$ cat config.mk
export PLATFORM = sky130hd
export DESIGN_NAME = rng_regif
export DESIGN_NICKNAME = d
export VERILOG_FILES = /design/src/rtl/rng_regif.sv
export SDC_FILE = /design/constraint.sdc
export NUM_CORES = 1
export LEC_CHECK = 0
export BUFFER_PORTS_ARGS = -buffer_cell sky130_fd_sc_hd__buf_2
export CORE_ASPECT_RATIO = 1.75
export CORE_MARGIN = 3
export CORE_UTILIZATION = 54
export DETAILED_ROUTE_END_ITERATION = 8
export PLACE_DENSITY = 0.76
export SYNTH_ARGS = -nofsm -noshare
export SYNTH_HDL_FRONTEND = slang
export SYNTH_SLANG_ARGS = --single-unit
$ cat constraint.sdc
create_clock -name clk -period 4.2 [get_ports clk]
set_input_delay 0.63 -clock clk [delete_from_list [all_inputs] [get_ports clk]]
set_output_delay 0.63 -clock clk [all_outputs]
set_load 0.03 [all_outputs]
$ cat src/rtl/rng_regif.sv
module rng_regif #(
  parameter int unsigned KERNEL_HZ     = 100_000_000,
  parameter int unsigned MAX_GEN_HZ    = 48_000_000,
  parameter int unsigned BURST         = 4,
  parameter int unsigned RST_CYCLES    = 16,
  parameter int unsigned RECOVER_READS = 12,
  parameter logic [31:0] SEED          = 32'h1F2E_3D4C,
  parameter logic [31:0] TAPS          = 32'h8020_0003
) (
  input  logic        clk,
  input  logic        rst_n,
  input  logic        bus_sel,
  input  logic        bus_we,
  input  logic [3:0]  bus_addr,
  input  logic [31:0] bus_wdata,
  output logic [31:0] bus_rdata,
  input  logic        seed_fault
);
  localparam int IW = (BURST > 1) ? $clog2(BURST) : 1;
  localparam int CW = $clog2(BURST + 1);
  localparam int RW = (RST_CYCLES > 1) ? $clog2(RST_CYCLES) : 1;
  localparam int VW = $clog2(RECOVER_READS + 1);

  function automatic logic [3:0] min_exp_f();
    for (int e = 0; e < 16; e++)
      if ((KERNEL_HZ >> e) <= MAX_GEN_HZ) return 4'(e);
    return 4'd15;
  endfunction
  localparam logic [3:0] MIN_EXP = min_exp_f();

  logic          en_q, ced_off_q, crst_q, crun_q;
  logic [3:0]    div_q;
  logic [RW-1:0] ccnt_q;
  logic [15:0]   pcnt_q;
  logic [31:0]   lfsr_q;
  logic [31:0]   buf_q [BURST];
  logic [CW-1:0] cnt_q;
  logic [IW-1:0] rptr_q;
  logic          rdy_q, secs_q, seis_q, ceis_q;
  logic [VW-1:0] rcnt_q;

  wire wr_cr = bus_sel && bus_we && (bus_addr == 4'h0);
  wire wr_sr = bus_sel && bus_we && (bus_addr == 4'h4);
  wire wr_dr = bus_sel && bus_we && (bus_addr == 4'h8);
  wire rd_dr = bus_sel && !bus_we && (bus_addr == 4'h8);

  wire        gen_on   = en_q && !crst_q && !secs_q;
  wire [15:0] pmask    = (16'd1 << div_q) - 16'd1;
  wire        tick     = gen_on && !rdy_q && (pcnt_q == pmask);
  wire        pop      = rd_dr && rdy_q && gen_on;
  wire        too_fast = (div_q < MIN_EXP);
  wire        rdy_vis  = rdy_q && !secs_q;
  wire [31:0] lfsr_nx  = {1'b0, lfsr_q[31:1]} ^ (lfsr_q[0] ? TAPS : 32'h0);

  always_ff @(posedge clk or negedge rst_n) begin
    if (!rst_n) begin
      en_q <= 1'b0; ced_off_q <= 1'b0; div_q <= '0;
      crst_q <= 1'b0; crun_q <= 1'b0; ccnt_q <= '0;
    end else begin
      if (crun_q) begin
        if (ccnt_q == RW'(RST_CYCLES - 1)) begin
          crst_q <= 1'b0;
          crun_q <= 1'b0;
        end else begin
          ccnt_q <= ccnt_q + 1'b1;
        end
      end
      if (wr_cr) begin
        en_q      <= bus_wdata[2];
        ced_off_q <= bus_wdata[5];
        div_q     <= bus_wdata[19:16];
        if (bus_wdata[30]) begin
          crst_q <= 1'b1;
          crun_q <= 1'b0;
        end else if (crst_q && !crun_q) begin
          crun_q <= 1'b1;
          ccnt_q <= '0;
        end
      end
    end
  end

  always_ff @(posedge clk or negedge rst_n) begin
    if (!rst_n)      lfsr_q <= SEED;
    else if (crst_q) lfsr_q <= SEED;
    else if (tick)   lfsr_q <= lfsr_nx;
  end

  always_ff @(posedge clk) begin
    if (tick) buf_q[cnt_q[IW-1:0]] <= lfsr_nx;
  end

  always_ff @(posedge clk or negedge rst_n) begin
    if (!rst_n) begin
      cnt_q <= '0; rptr_q <= '0; rdy_q <= 1'b0; pcnt_q <= '0;
    end else if (!gen_on) begin
      cnt_q <= '0; rptr_q <= '0; rdy_q <= 1'b0; pcnt_q <= '0;
    end else begin
      pcnt_q <= (rdy_q || tick) ? 16'd0 : pcnt_q + 16'd1;
      if (tick) begin
        cnt_q <= cnt_q + 1'b1;
        if (cnt_q == CW'(BURST - 1)) rdy_q <= 1'b1;
      end
      if (pop) begin
        cnt_q  <= cnt_q - 1'b1;
        rptr_q <= rptr_q + 1'b1;
        if (cnt_q == CW'(1)) rdy_q <= 1'b0;
      end
    end
  end

  always_ff @(posedge clk or negedge rst_n) begin
    if (!rst_n) begin
      secs_q <= 1'b0; seis_q <= 1'b0; ceis_q <= 1'b0; rcnt_q <= '0;
    end else begin
      if (seed_fault) seis_q <= 1'b1;
      else if (wr_sr) seis_q <= seis_q & bus_wdata[6];

      if (en_q && !ced_off_q && too_fast) ceis_q <= 1'b1;
      else if (wr_sr)                     ceis_q <= ceis_q & bus_wdata[5];

      if (!secs_q || seis_q) rcnt_q <= '0;
      else if (rd_dr)
        rcnt_q <= (rcnt_q == VW'(RECOVER_READS - 1)) ? '0 : rcnt_q + 1'b1;

      if (seed_fault) secs_q <= 1'b1;
      else if (secs_q && !seis_q && rd_dr && (rcnt_q == VW'(RECOVER_READS - 1)))
        secs_q <= 1'b0;
    end
  end

  always_comb begin
    bus_rdata = 32'h0;
    if (bus_sel && !bus_we) begin
      case (bus_addr)
        4'h0: bus_rdata = {1'b0, crst_q, 10'b0, div_q, 10'b0, ced_off_q, 2'b0, en_q, 2'b0};
        4'h4: bus_rdata = {25'b0, seis_q, ceis_q, 2'b0, secs_q, 1'b0, rdy_vis};
        4'h8: bus_rdata = rdy_vis ? buf_q[rptr_q] : 32'h0;
        default: bus_rdata = 32'h0;
      endcase
    end
  end

  assert_cnt_bound_R4: assert property (@(posedge clk) disable iff (!rst_n)
    cnt_q <= CW'(BURST)) else $error("buffer count above burst size");

  assert_rdy_full_R5: assert property (@(posedge clk) disable iff (!rst_n)
    $rose(rdy_q) |-> (cnt_q == CW'(BURST))) else $error("ready without full buffer");

  assert_crst_done_R3: assert property (@(posedge clk) disable iff (!rst_n)
    (crun_q && ccnt_q == RW'(RST_CYCLES - 1) && !(wr_cr && bus_wdata[30])) |=> !crst_q)
    else $error("conditional reset did not finish");

  assert_seed_reload_R3: assert property (@(posedge clk) disable iff (!rst_n)
    crst_q |=> (lfsr_q == SEED)) else $error("seed not reloaded");

  assert_seed_flush_R9: assert property (@(posedge clk) disable iff (!rst_n)
    secs_q |=> (cnt_q == '0 && !rdy_q)) else $error("buffer kept during seed fault");

  assert_dr_write_ignored_R11: assert property (@(posedge clk) disable iff (!rst_n)
    (wr_dr && rdy_q && gen_on) |=> (cnt_q == $past(cnt_q) && rptr_q == $past(rptr_q)))
    else $error("data write disturbed buffer");
endmodule

==> flow_metrics.env <==
export IMPL_status="complete, no violations"
export IMPL_drtPass1Iterations=5
export IMPL_synthTopCellsByArea="edfxtp_1 43%, dfrtp_1 16%, mux4_2 8.1%"
export IMPL_p_per_area_nw_per_um2=423
export IMPL_die_w_um=103
export IMPL_ant_nets=0
export IMPL_synth_distinct_cells=63
export IMPL_max_cap_violations=0
export IMPL_grt_overflow_total=0
export IMPL_remaining_drc_errors=0
export IMPL_worst_slack_ns=0.478
export IMPL_synth_top_family_by_area="simple AND/OR/NAND/NOR gates"
export IMPL_antenna_found_initial=0
export IMPL_netlist_area_leader_share_pct=43.1
export IMPL_path_clk_slew_ns=0.07
export IMPL_grt_met2_usage_pct=36.1
export IMPL_cts_resized=0
export IMPL_fin_tns_setup_ns=0
export IMPL_cp_required_ns=4.37
export IMPL_async_flop_share_pct=36.3
export IMPL_grt_busiest_layer="met2"
export IMPL_clock_latency_ns=0.50
export IMPL_gr_usage_met1_pct=25.2
export IMPL_initial_utilization_pct=55.7
export IMPL_nets=746
export IMPL_ys_ff_latch=201
export IMPL_rsz0062_at_grt="false"
export IMPL_hold_class="input pin to asynchronous set/reset pin"
export IMPL_fp_row_count=61
export IMPL_critPathArrivalTime_ns=3.89
export IMPL_tightest_slew_ns=1.10
export IMPL_synth_xor_xnor_area_share_pct=2.45
export IMPL_grt_max_degree=45
export IMPL_grt_usage_pct=20.9
export IMPL_avgSynthCellArea_um2=13.8
export IMPL_cts_buffer_depth=3
export IMPL_fp_dieH_um=176
export IMPL_drt_iter0_drc=343
export IMPL_place_ws_ns=0.529
export IMPL_cts_buffers=19
export IMPL_die_area_um2=18200
export IMPL_routed_wl_um=17900
export IMPL_vias_per_cell=5.99
export IMPL_routabilityCongestion=0.858
export IMPL_drive_gt1_share_pct=25.1
export IMPL_synth_edf_count=128
export IMPL_cts_sinks=201
export IMPL_synthesis_area_um2=8930
export IMPL_fin_crit_ns=3.72
export IMPL_post_cts_buffers=0
export IMPL_cts_tree="done"
export IMPL_yosysWarnings=0
export IMPL_slew_violations=0
export IMPL_cts_root_buf="clkbuf_16"
export IMPL_seq_area_frac_synth_pct=63.8
export IMPL_yosys_area_share_adder_pct=1.40
export IMPL_worstSetupPathType="flip-flop to flip-flop"
export IMPL_areaGrowthSynthToFinish_pct=13.5
export IMPL_synthTopCellsByCount="128 x edfxtp_1, 56 x dfrtp_1, 44 x nor2_1"
export IMPL_reg2reg_depth=11
export IMPL_synthMuxAreaShare_pct=9.29
export IMPL_setup_worst_path_end_class="flip-flop"
export IMPL_timing_final_crit_share_pct=88.6
export IMPL_fmax_mhz=269
export IMPL_synthesis_nets=696
export IMPL_skew_ns=0.0200
export IMPL_io_buffers=48
export IMPL_hold_viol_final=0
export IMPL_slew_headroom_pct=26.6
export IMPL_synth_cells=645
export IMPL_yosysTopAreaCell="edfxtp_1"
export IMPL_finalSetupViolations=0
export IMPL_yosys_area_share_simple_pct=13.3
export IMPL_hpwl_um=11600
export IMPL_io_pins=73
export IMPL_grt_use_met3_pct=3.80
export IMPL_synth_compound_area_share_pct=6.80
export IMPL_yosysMostFrequentCell="edfxtp_1"
export IMPL_ir_drop_v=0.000334
export IMPL_start_kind="flip-flop"
export IMPL_ys_dominant_reg_cell="edfxtp_1"
export IMPL_grt_pass1_wl_um=29400
export IMPL_leakagePower_nw=3.61
export IMPL_route_vias_total=5371
export IMPL_cp_max_fo=32
export IMPL_first_global_vias=5723
export IMPL_wl_per_cell_um=20.0
export IMPL_hold_buffers=0
export IMPL_core_area_um2=16000
export IMPL_cts_max_level=1
export IMPL_diodes=0
==> final timing paths <==
path / from / endpoint / slack (ns)
max: div_q[2] / buf_q[0][18] / 0.48
max in group asynchronous: rst_n / lfsr_q[18] / 3.04
max reg2reg: div_q[2] / buf_q[0][18] / 0.48
min reg2reg: lfsr_q[27] / lfsr_q[26] / 0.49
min: rst_n / crst_q / 0.33
min in group clk: seed_fault / secs_q / 0.33
==> state kept, by name, indices dropped and copies added (netlist names) <==
| signal | cells |
|---|---|
| buf_q | 128 |
| ccnt_q | 4 |
| ced_off_q | 1 |
| ceis_q | 1 |
| cnt_q | 3 |
| crst_q | 1 |
| crun_q | 1 |
| div_q | 4 |
| en_q | 1 |
| lfsr_q | 32 |
| pcnt_q | 16 |
| rcnt_q | 4 |
| rdy_q | 1 |
| rptr_q | 2 |
| secs_q | 1 |
| seis_q | 1 |
==> logic make-up after synthesis <==
logic type | after synthesis
mux | 42
xor+xnor | 25
buf+inv | 55
simple gates | 218
compound gates | 94
fa+ha+maj | 10
flops | 201
==> final cells by class <==
class	instances	area, um^2
inverter	16	60.1
timing repair buffer	68	465
sequential	201	5690
fill	1132	5900
clock inverter	9	144
tap	189	236
multi-input combinational	389	2970
clock buffer	25	559
==> metrics by stage <==
step	hold slack, ns	instance area [um^2]	utilization, %	power [mW]	std cells
6_report	0.327	10100	63.2	4.29	897
5_1_grt	0.328	10100	63.2	4.43	897
4_1_cts	0.321	10100	63.2	4.32	897
3_5_place_dp	0.485	9430	58.8	2.45	863
3_3_place_gp	0.477	9430	58.8	2.43	863
2_1_floorplan	0.334	8930	-	2.36	645
==> routing by layer <==
layer  share of wire (%)  routed length [um]
met5                   0                   0
met4                 3.1                 560
met3                 5.0                 900
met2                  54                9640
met1                  38                6810
==> report_power, final <==
part           switching (mW)  total [mW]  internal [mW]
clock network           0.743        1.88           1.14
registers              0.0204        2.13           2.11
logic                   0.167       0.278          0.111
==> cell usage in the layout (no fill, tap or decap), types with 19 or more instances in the layout <==
cell type,count
buf_2,48
nor3_1,21
nand2_1,43
o21ai_0,19
edfxtp_1,128
dfrtp_1,55
mux4_2,32
nor2_1,44
nor2b_1,29
clkbuf_16,20
==> critical path: stages, from the launching register on <==
cell	delay, ns
dfrtp_1	0.45
buf_4	0.22
or4_4	0.45
ha_1	0.27
buf_4	0.18
nor3b_1	0.33
and3_1	0.21
a31oi_1	0.07
a211o_1	0.32
nor4b_4	0.40
and2_1	0.23
buf_12	0.24
Note: power is estimated with default switching activity, not from simulation.
